## src/rtl/slc_pkg.sv

```systemverilog
package slc_pkg;

  localparam int MODE_W = 2;

  typedef enum logic [MODE_W-1:0] {
    MODE_CLEAR = 2'b00,
    MODE_RSVD  = 2'b01,
    MODE_WAIT  = 2'b10,
    MODE_RUN   = 2'b11
  } link_mode_e;

  // Upper bit set means the outgoing line is driven.
  function automatic logic mode_drives_link(input link_mode_e m);
    return m[MODE_W-1];
  endfunction

  // Clear and reserved both wipe state.
  function automatic logic mode_is_clear(input link_mode_e m);
    return !m[MODE_W-1];
  endfunction

  function automatic logic mode_is_run(input link_mode_e m);
    return m == MODE_RUN;
  endfunction

  function automatic logic mode_is_wait(input link_mode_e m);
    return m == MODE_WAIT;
  endfunction

  // Step from a clear mode straight into run.
  function automatic logic boot_entry(input link_mode_e cur, input link_mode_e prev);
    return mode_is_run(cur) && mode_is_clear(prev);
  endfunction

endpackage

```

## src/rtl/slc_sync.sv

```systemverilog
module slc_sync #(
  parameter int STAGES = 2
) (
  input  logic clk,
  input  logic rst_n,
  input  logic din,
  output logic dout
);

  logic [STAGES-1:0] chain_q;

  always_ff @(posedge clk or negedge rst_n) begin
    if (!rst_n) chain_q[0] <= 1'b0;
    else        chain_q[0] <= din;
  end

  generate
    for (genvar i = 1; i < STAGES; i++) begin : g_stage
      always_ff @(posedge clk or negedge rst_n) begin
        if (!rst_n) chain_q[i] <= 1'b0;
        else        chain_q[i] <= chain_q[i-1];
      end

      // each stage carries the previous stage one edge later
      p_stage_shift_r3: assert property (@(posedge clk) disable iff (!rst_n)
        chain_q[i] == $past(chain_q[i-1]));
    end
  endgenerate

  assign dout = chain_q[STAGES-1];

endmodule

```

## src/rtl/slc_mode_regs.sv

```systemverilog
module slc_mode_regs
  import slc_pkg::*;
(
  input  logic              clk,
  input  logic              rst_n,
  input  logic [MODE_W-1:0] mode_in,
  output logic              link_q,
  output logic              fn_q,
  output logic [MODE_W-1:0] prev_mode
);

  link_mode_e mode_cur;
  link_mode_e prev_q;

  assign mode_cur = link_mode_e'(mode_in);

  always_ff @(posedge clk or negedge rst_n) begin
    if (!rst_n) begin
      link_q <= 1'b0;
      fn_q   <= 1'b0;
      prev_q <= MODE_CLEAR;
    end else begin
      link_q <= mode_drives_link(mode_cur);
      fn_q   <= mode_is_run(mode_cur);
      prev_q <= mode_cur;
    end
  end

  assign prev_mode = prev_q;

  // wait or run drives the outgoing line next edge
  p_link_on_r1: assert property (@(posedge clk) disable iff (!rst_n)
    (mode_in == 2'b10 || mode_in == 2'b11) |=> link_q);

  // clear or reserved releases the line next edge
  p_link_off_r1: assert property (@(posedge clk) disable iff (!rst_n)
    (mode_in == 2'b00 || mode_in == 2'b01) |=> !link_q);

  // functional enable only after run was sampled
  p_fn_run_r2: assert property (@(posedge clk) disable iff (!rst_n)
    (mode_in == 2'b11) |=> fn_q);

  p_fn_other_r2: assert property (@(posedge clk) disable iff (!rst_n)
    (mode_in != 2'b11) |=> !fn_q);

endmodule

```

## src/rtl/slc_avail_track.sv

```systemverilog
module slc_avail_track
  import slc_pkg::*;
(
  input  logic              clk,
  input  logic              rst_n,
  input  logic [MODE_W-1:0] mode_in,
  input  logic [MODE_W-1:0] prev_mode,
  input  logic              peer_sync,
  output logic              avail
);

  link_mode_e mode_cur;
  link_mode_e mode_prev;
  logic       seen_low_q;

  // Named events, brought out for the assertions.
  logic evt_clear;
  logic evt_drop;
  logic evt_wait_accept;
  logic evt_boot_accept;
  logic evt_arm;

  assign mode_cur  = link_mode_e'(mode_in);
  assign mode_prev = link_mode_e'(prev_mode);

  assign evt_clear       = mode_is_clear(mode_cur);
  assign evt_drop        = !evt_clear && !peer_sync;
  assign evt_arm         = mode_is_wait(mode_cur) && !peer_sync;
  assign evt_wait_accept = mode_is_wait(mode_cur) && peer_sync && seen_low_q;
  assign evt_boot_accept = boot_entry(mode_cur, mode_prev) && peer_sync;

  // Interlock: set by a low peer line seen in wait mode.
  always_ff @(posedge clk or negedge rst_n) begin
    if (!rst_n)         seen_low_q <= 1'b0;
    else if (evt_clear) seen_low_q <= 1'b0;
    else if (evt_arm)   seen_low_q <= 1'b1;
  end

  // Presence flag: clear beats drop beats either acceptance.
  always_ff @(posedge clk or negedge rst_n) begin
    if (!rst_n)                                  avail <= 1'b0;
    else if (evt_clear)                          avail <= 1'b0;
    else if (evt_drop)                           avail <= 1'b0;
    else if (evt_wait_accept || evt_boot_accept) avail <= 1'b1;
  end

  // clear modes force the flag low next edge
  p_clear_low_r4: assert property (@(posedge clk) disable iff (!rst_n)
    (mode_in == 2'b00 || mode_in == 2'b01) |=> !avail);

  // clear modes disarm the interlock
  p_clear_disarm_r11: assert property (@(posedge clk) disable iff (!rst_n)
    (mode_in == 2'b00 || mode_in == 2'b01) |=> !seen_low_q);

  // a low synchronized peer line drops the flag in any mode
  p_drop_r10: assert property (@(posedge clk) disable iff (!rst_n)
    !peer_sync |=> !avail);

  // the flag rises only in wait or on entry to run from clear
  p_rise_source_r8: assert property (@(posedge clk) disable iff (!rst_n)
    $rose(avail) |-> ($past(mode_in) == 2'b10 ||
                      ($past(mode_in) == 2'b11 && !$past(prev_mode[1]))));

  // a rise in wait mode needs an armed interlock
  p_interlock_r5: assert property (@(posedge clk) disable iff (!rst_n)
    ($rose(avail) && $past(mode_in) == 2'b10) |-> $past(seen_low_q));

  // wait to run keeps the flag while the peer line is high
  p_wait_to_run_r9: assert property (@(posedge clk) disable iff (!rst_n)
    (mode_in == 2'b11 && prev_mode == 2'b10 && peer_sync) |=> (avail == $past(avail)));

endmodule

```

## src/rtl/src_link_ctrl.sv

```systemverilog
module src_link_ctrl
  import slc_pkg::*;
#(
  parameter int SYNC_STAGES = 2
) (
  input  logic              clk,
  input  logic              rst_n,
  input  logic [MODE_W-1:0] mode_sel,
  input  logic              peer_link_in,
  output logic              link_out,
  output logic              fn_enable,
  output logic              peer_avail
);

  logic              peer_sync;
  logic [MODE_W-1:0] prev_mode;

  slc_sync #(.STAGES(SYNC_STAGES)) u_sync (
    .clk   (clk),
    .rst_n (rst_n),
    .din   (peer_link_in),
    .dout  (peer_sync)
  );

  slc_mode_regs u_mode (
    .clk       (clk),
    .rst_n     (rst_n),
    .mode_in   (mode_sel),
    .link_q    (link_out),
    .fn_q      (fn_enable),
    .prev_mode (prev_mode)
  );

  slc_avail_track u_avail (
    .clk       (clk),
    .rst_n     (rst_n),
    .mode_in   (mode_sel),
    .prev_mode (prev_mode),
    .peer_sync (peer_sync),
    .avail     (peer_avail)
  );

  // enable never active without the outgoing line
  p_fn_implies_link_r2: assert property (@(posedge clk) disable iff (!rst_n)
    fn_enable |-> link_out);

endmodule

```

## config.mk

```make
export PLATFORM = sky130hd
export DESIGN_NAME = src_link_ctrl
export DESIGN_NICKNAME = d
export VERILOG_FILES = /design/src/rtl/slc_pkg.sv /design/src/rtl/slc_sync.sv /design/src/rtl/slc_mode_regs.sv /design/src/rtl/slc_avail_track.sv /design/src/rtl/src_link_ctrl.sv
export SDC_FILE = /design/constraint.sdc
export NUM_CORES = 1
export LEC_CHECK = 0
export BUFFER_PORTS_ARGS = -buffer_cell sky130_fd_sc_hd__buf_2
export CORE_AREA = 2 2 39 41
export DETAILED_ROUTE_END_ITERATION = 8
export DIE_AREA = 0 0 41 43
export PLACE_DENSITY = 0.37
export SLEW_MARGIN = 20
export SYNTH_ARGS = -nofsm -noshare
export SYNTH_HDL_FRONTEND = slang
export SYNTH_SLANG_ARGS = --single-unit
```

## constraint.sdc

```tcl
create_clock -name clk -period 1.5 [get_ports clk]
set_clock_uncertainty 0.05 [all_clocks]
set_input_delay 0.075 -clock clk [delete_from_list [all_inputs] [get_ports clk]]
set_output_delay 0.075 -clock clk [all_outputs]
set_load 0.02 [all_outputs]
```

==> results by group <==
Outcome
  – Status: completed

Critical path
  – R2R Path Start: u_avail.seen_low_q
  – R2r setup slk: 0.52 ns
  – Top delay family on crit path: flip-flops
  – Worst reg2reg path depth: 2
  – WP data required: 1.56 ns
  – CP max stage cell: dfrtp_1
  – Setup crit end: u_avail.avail
  – Critical path depth: 2
  – Critical Path End Type: register
  – CP startpoint: u_avail.seen_low_q
  – CP bufs+invs: 0
  – Critical R2R Capture: u_avail.avail
  – Delay of the slowest critical-path stage: 0.37 ns
  – Setup CP Type: register to register
  – Worst path cell trace: and2b_1 -> o311a_1
  – CP Max Fanout: 2
  – Startpoint types: register
  – Arr. time, crit path: 1.04 ns

Routing
  – Vias post-DR: 127
  – DRT Pass-1 Iters: 1
  – DRC errors left: 0
  – Antenna viol nets, final: 0
  – Routed wire length: 333 um
  – Initial DRC Count: 0
  – Vias per inst: 3.10
  – Wire per inst: 8.12 um

Finish
  – Post-route design area: 299 sq um
  – Final Instance Count excl. Fillers: 41
  – Layout net count: 32
  – Fraction of layout cells with a size suffix above 1: 0.400
  – Area grow syn2layout: 56.2%
  – Inserted Diodes: 0
  – Final Util: 0.216

GRT
  – Vias in the first global route: 121
  – Overall routing resource usage: 0.0496
  – Initial antenna violation count: 0
  – Total gr overflow: 0
  – First-pass GRT wire length: 483 um
  – Pin count of the biggest net entering global routing: 7

Synth
  – Synth top area share: 0.784
  – Synth Register Bits: 6
  – Mapped Cells: 12
  – Avg Inst Size Synth: 16.0 sq um
  – Cell area after synthesis: 191 sq um
  – Mapped Nets: 17
  – Warnings from Yosys: 0
  – Leading post-synthesis cells by cell area: dfrtp_1 (78%), o311a_1 (5.2%), and2b_1 (3.9%)
  – Synth cell types: 7
  – Register area share after synthesis: 0.784
  – Yosys top cell by area: dfrtp_1

Run
  – Total of max-cap violations: 0

Placement
  – Routability cong.: 0.545
  – Post-Place Cells: 35
  – Area after DPL: 246 sq um
  – PortBufs: 7

Floorplan
  – DIE AREA: 1760 sq um
  – Die width: 41 um
  – Core area: 1380 sq um
  – DIE HEIGHT: 43 um
  – Row count: 14
  – Starting Density: 0.138
  – Top-level I/O count: 8

CTS
  – Worst skew pair latency: 0.24 ns
  – Clock buffer depth: 2
  – TritonCTS clock tree: yes
  – Clock root buffer: clkbuf_4
  – Clock transition at path regs: 0.04 ns
  – Setup Fix Bufs, Post-CTS: 0
  – Clk sink count: 6
  – CTS Buf Count: 3
  – H-tree depth: 1

Power and ir drop
  – Switching fraction of total power: 0.200
  – Part of the power in registers: 0.503
  – Leakage: 0.154 nW
  – Maximum vdd drop: 582 uV
  – Power consumption: 0.346 mW
  – P_int: 0.277 mW
  – Comb pwr share: 0.090
  – Pwr per Cell Area: 1160 nW/um^2
  – Sw Pwr: 0.0691 mW
  – Clock power frac: 0.407

Timing
  – Final Max Tran Viols: 0
  – Worst slew pin tran: 0.137 ns
  – Fmax: 1020 MHz
  – RSZ-0062 raised after global routing: no
  – Fin Setup TNS: 0 ns
  – Crit path time final: 0.978 ns
  – Ratio of final minimum period to clock period: 0.652
  – Final Setup Violations: 0
  – Relative slew slack: 0.909
  – Final Hold Vio Count: 0

Hold path
  – Origin of the worst min-delay path: mode_sel[0]
  – Worst hold path type: input port to register
sequential cells by signal, summed over array words and instances, names as in the netlist:
| signal | flops |
|---|---|
| u_mode.link_q | 1 |
| u_sync.dout | 1 |
| u_avail.avail | 1 |
| u_mode.fn_q | 1 |
| u_avail.seen_low_q | 1 |
| u_sync.chain_q | 1 |
kinds of logic (layout without fill, tap and decap cells):
group / after synthesis / after routing / share of synthesized area
buf+inv: 0 / 13 / 0
simple gates: 4 / 4 / 0.124
compound gates: 2 / 2 / 0.0915
flops: 6 / 6 / 0.784
worst register-to-register path, cell delays in order, from the launching register on:
cell and delay (ns):
dfrtp_1 0.37, and2b_1 0.15, o311a_1 0.28
cells in the mapped netlist, drive strengths merged:
cell type / count
o21a: 1
o311a: 1
and2: 1
nor2: 1
and2b: 1
nor2b: 1
dfrtp: 6
cells in the final DEF, fill, tap and decap left out, drive strengths merged:
cell type,n
and2,1
o311a,1
buf,7
nor2,1
dfrtp,6
clkbuf,3
and2b,1
nor2b,1
dlygate4sd3,3
o21a,1
stage by stage:
| stage | setup WS [ns] | hold slack (ns) |
|---|---|---|
| after floorplan | 0.519 | -0.271 |
| after global placement | 0.532 | -0.150 |
| after detailed placement | 0.542 | -0.144 |
| after CTS | 0.516 | 0.0273 |
| after global routing | 0.497 | 0.0359 |
| final | 0.522 | 0.0379 |
layer usage:
layer	share of wire	global-route usage	wire length, um
met1	0.49	0.0497	164
met2	0.32	0.0500	107
met3	0.16	0.0785	53
met4	0.024	0.0200	8
met5	0	0	0
cell type report:
type / instances / area, sq um
fillers: 151 / 1080
clock buffers: 3 / 22.5
well taps: 16 / 20.0
repair buffers: 10 / 65.1
multi-input cells: 6 / 41.3
flip-flops and latches: 6 / 150
power by group through the flow:
stage | clock network [mW] | registers, mW | logic (mW)
floorplan | 0 | 0.181 | 0.00604
global placement | 0 | 0.176 | 0.0253
detailed placement | 0 | 0.177 | 0.0255
CTS | 0.151 | 0.174 | 0.0315
global route | 0.164 | 0.175 | 0.0339
finish | 0.141 | 0.174 | 0.0311
what timing repair did:
item,in CTS,in global routing
hold buffers,3,0
resized for setup,0,0
hold endpoints to repair,8,0
how the worst min path moves through the flow:
stage	end	slack [ns]	cells past startpoint
after CTS	u_mode.fn_q	0.03	2
after detailed placement	u_mode.fn_q	-0.14	1
final	u_mode.fn_q	0.04	2
after global routing	u_mode.fn_q	0.04	2
after floorplan	u_avail.avail	-0.27	0
after global placement	u_mode.link_q	-0.15	1
(Power assumes the default switching activity.)
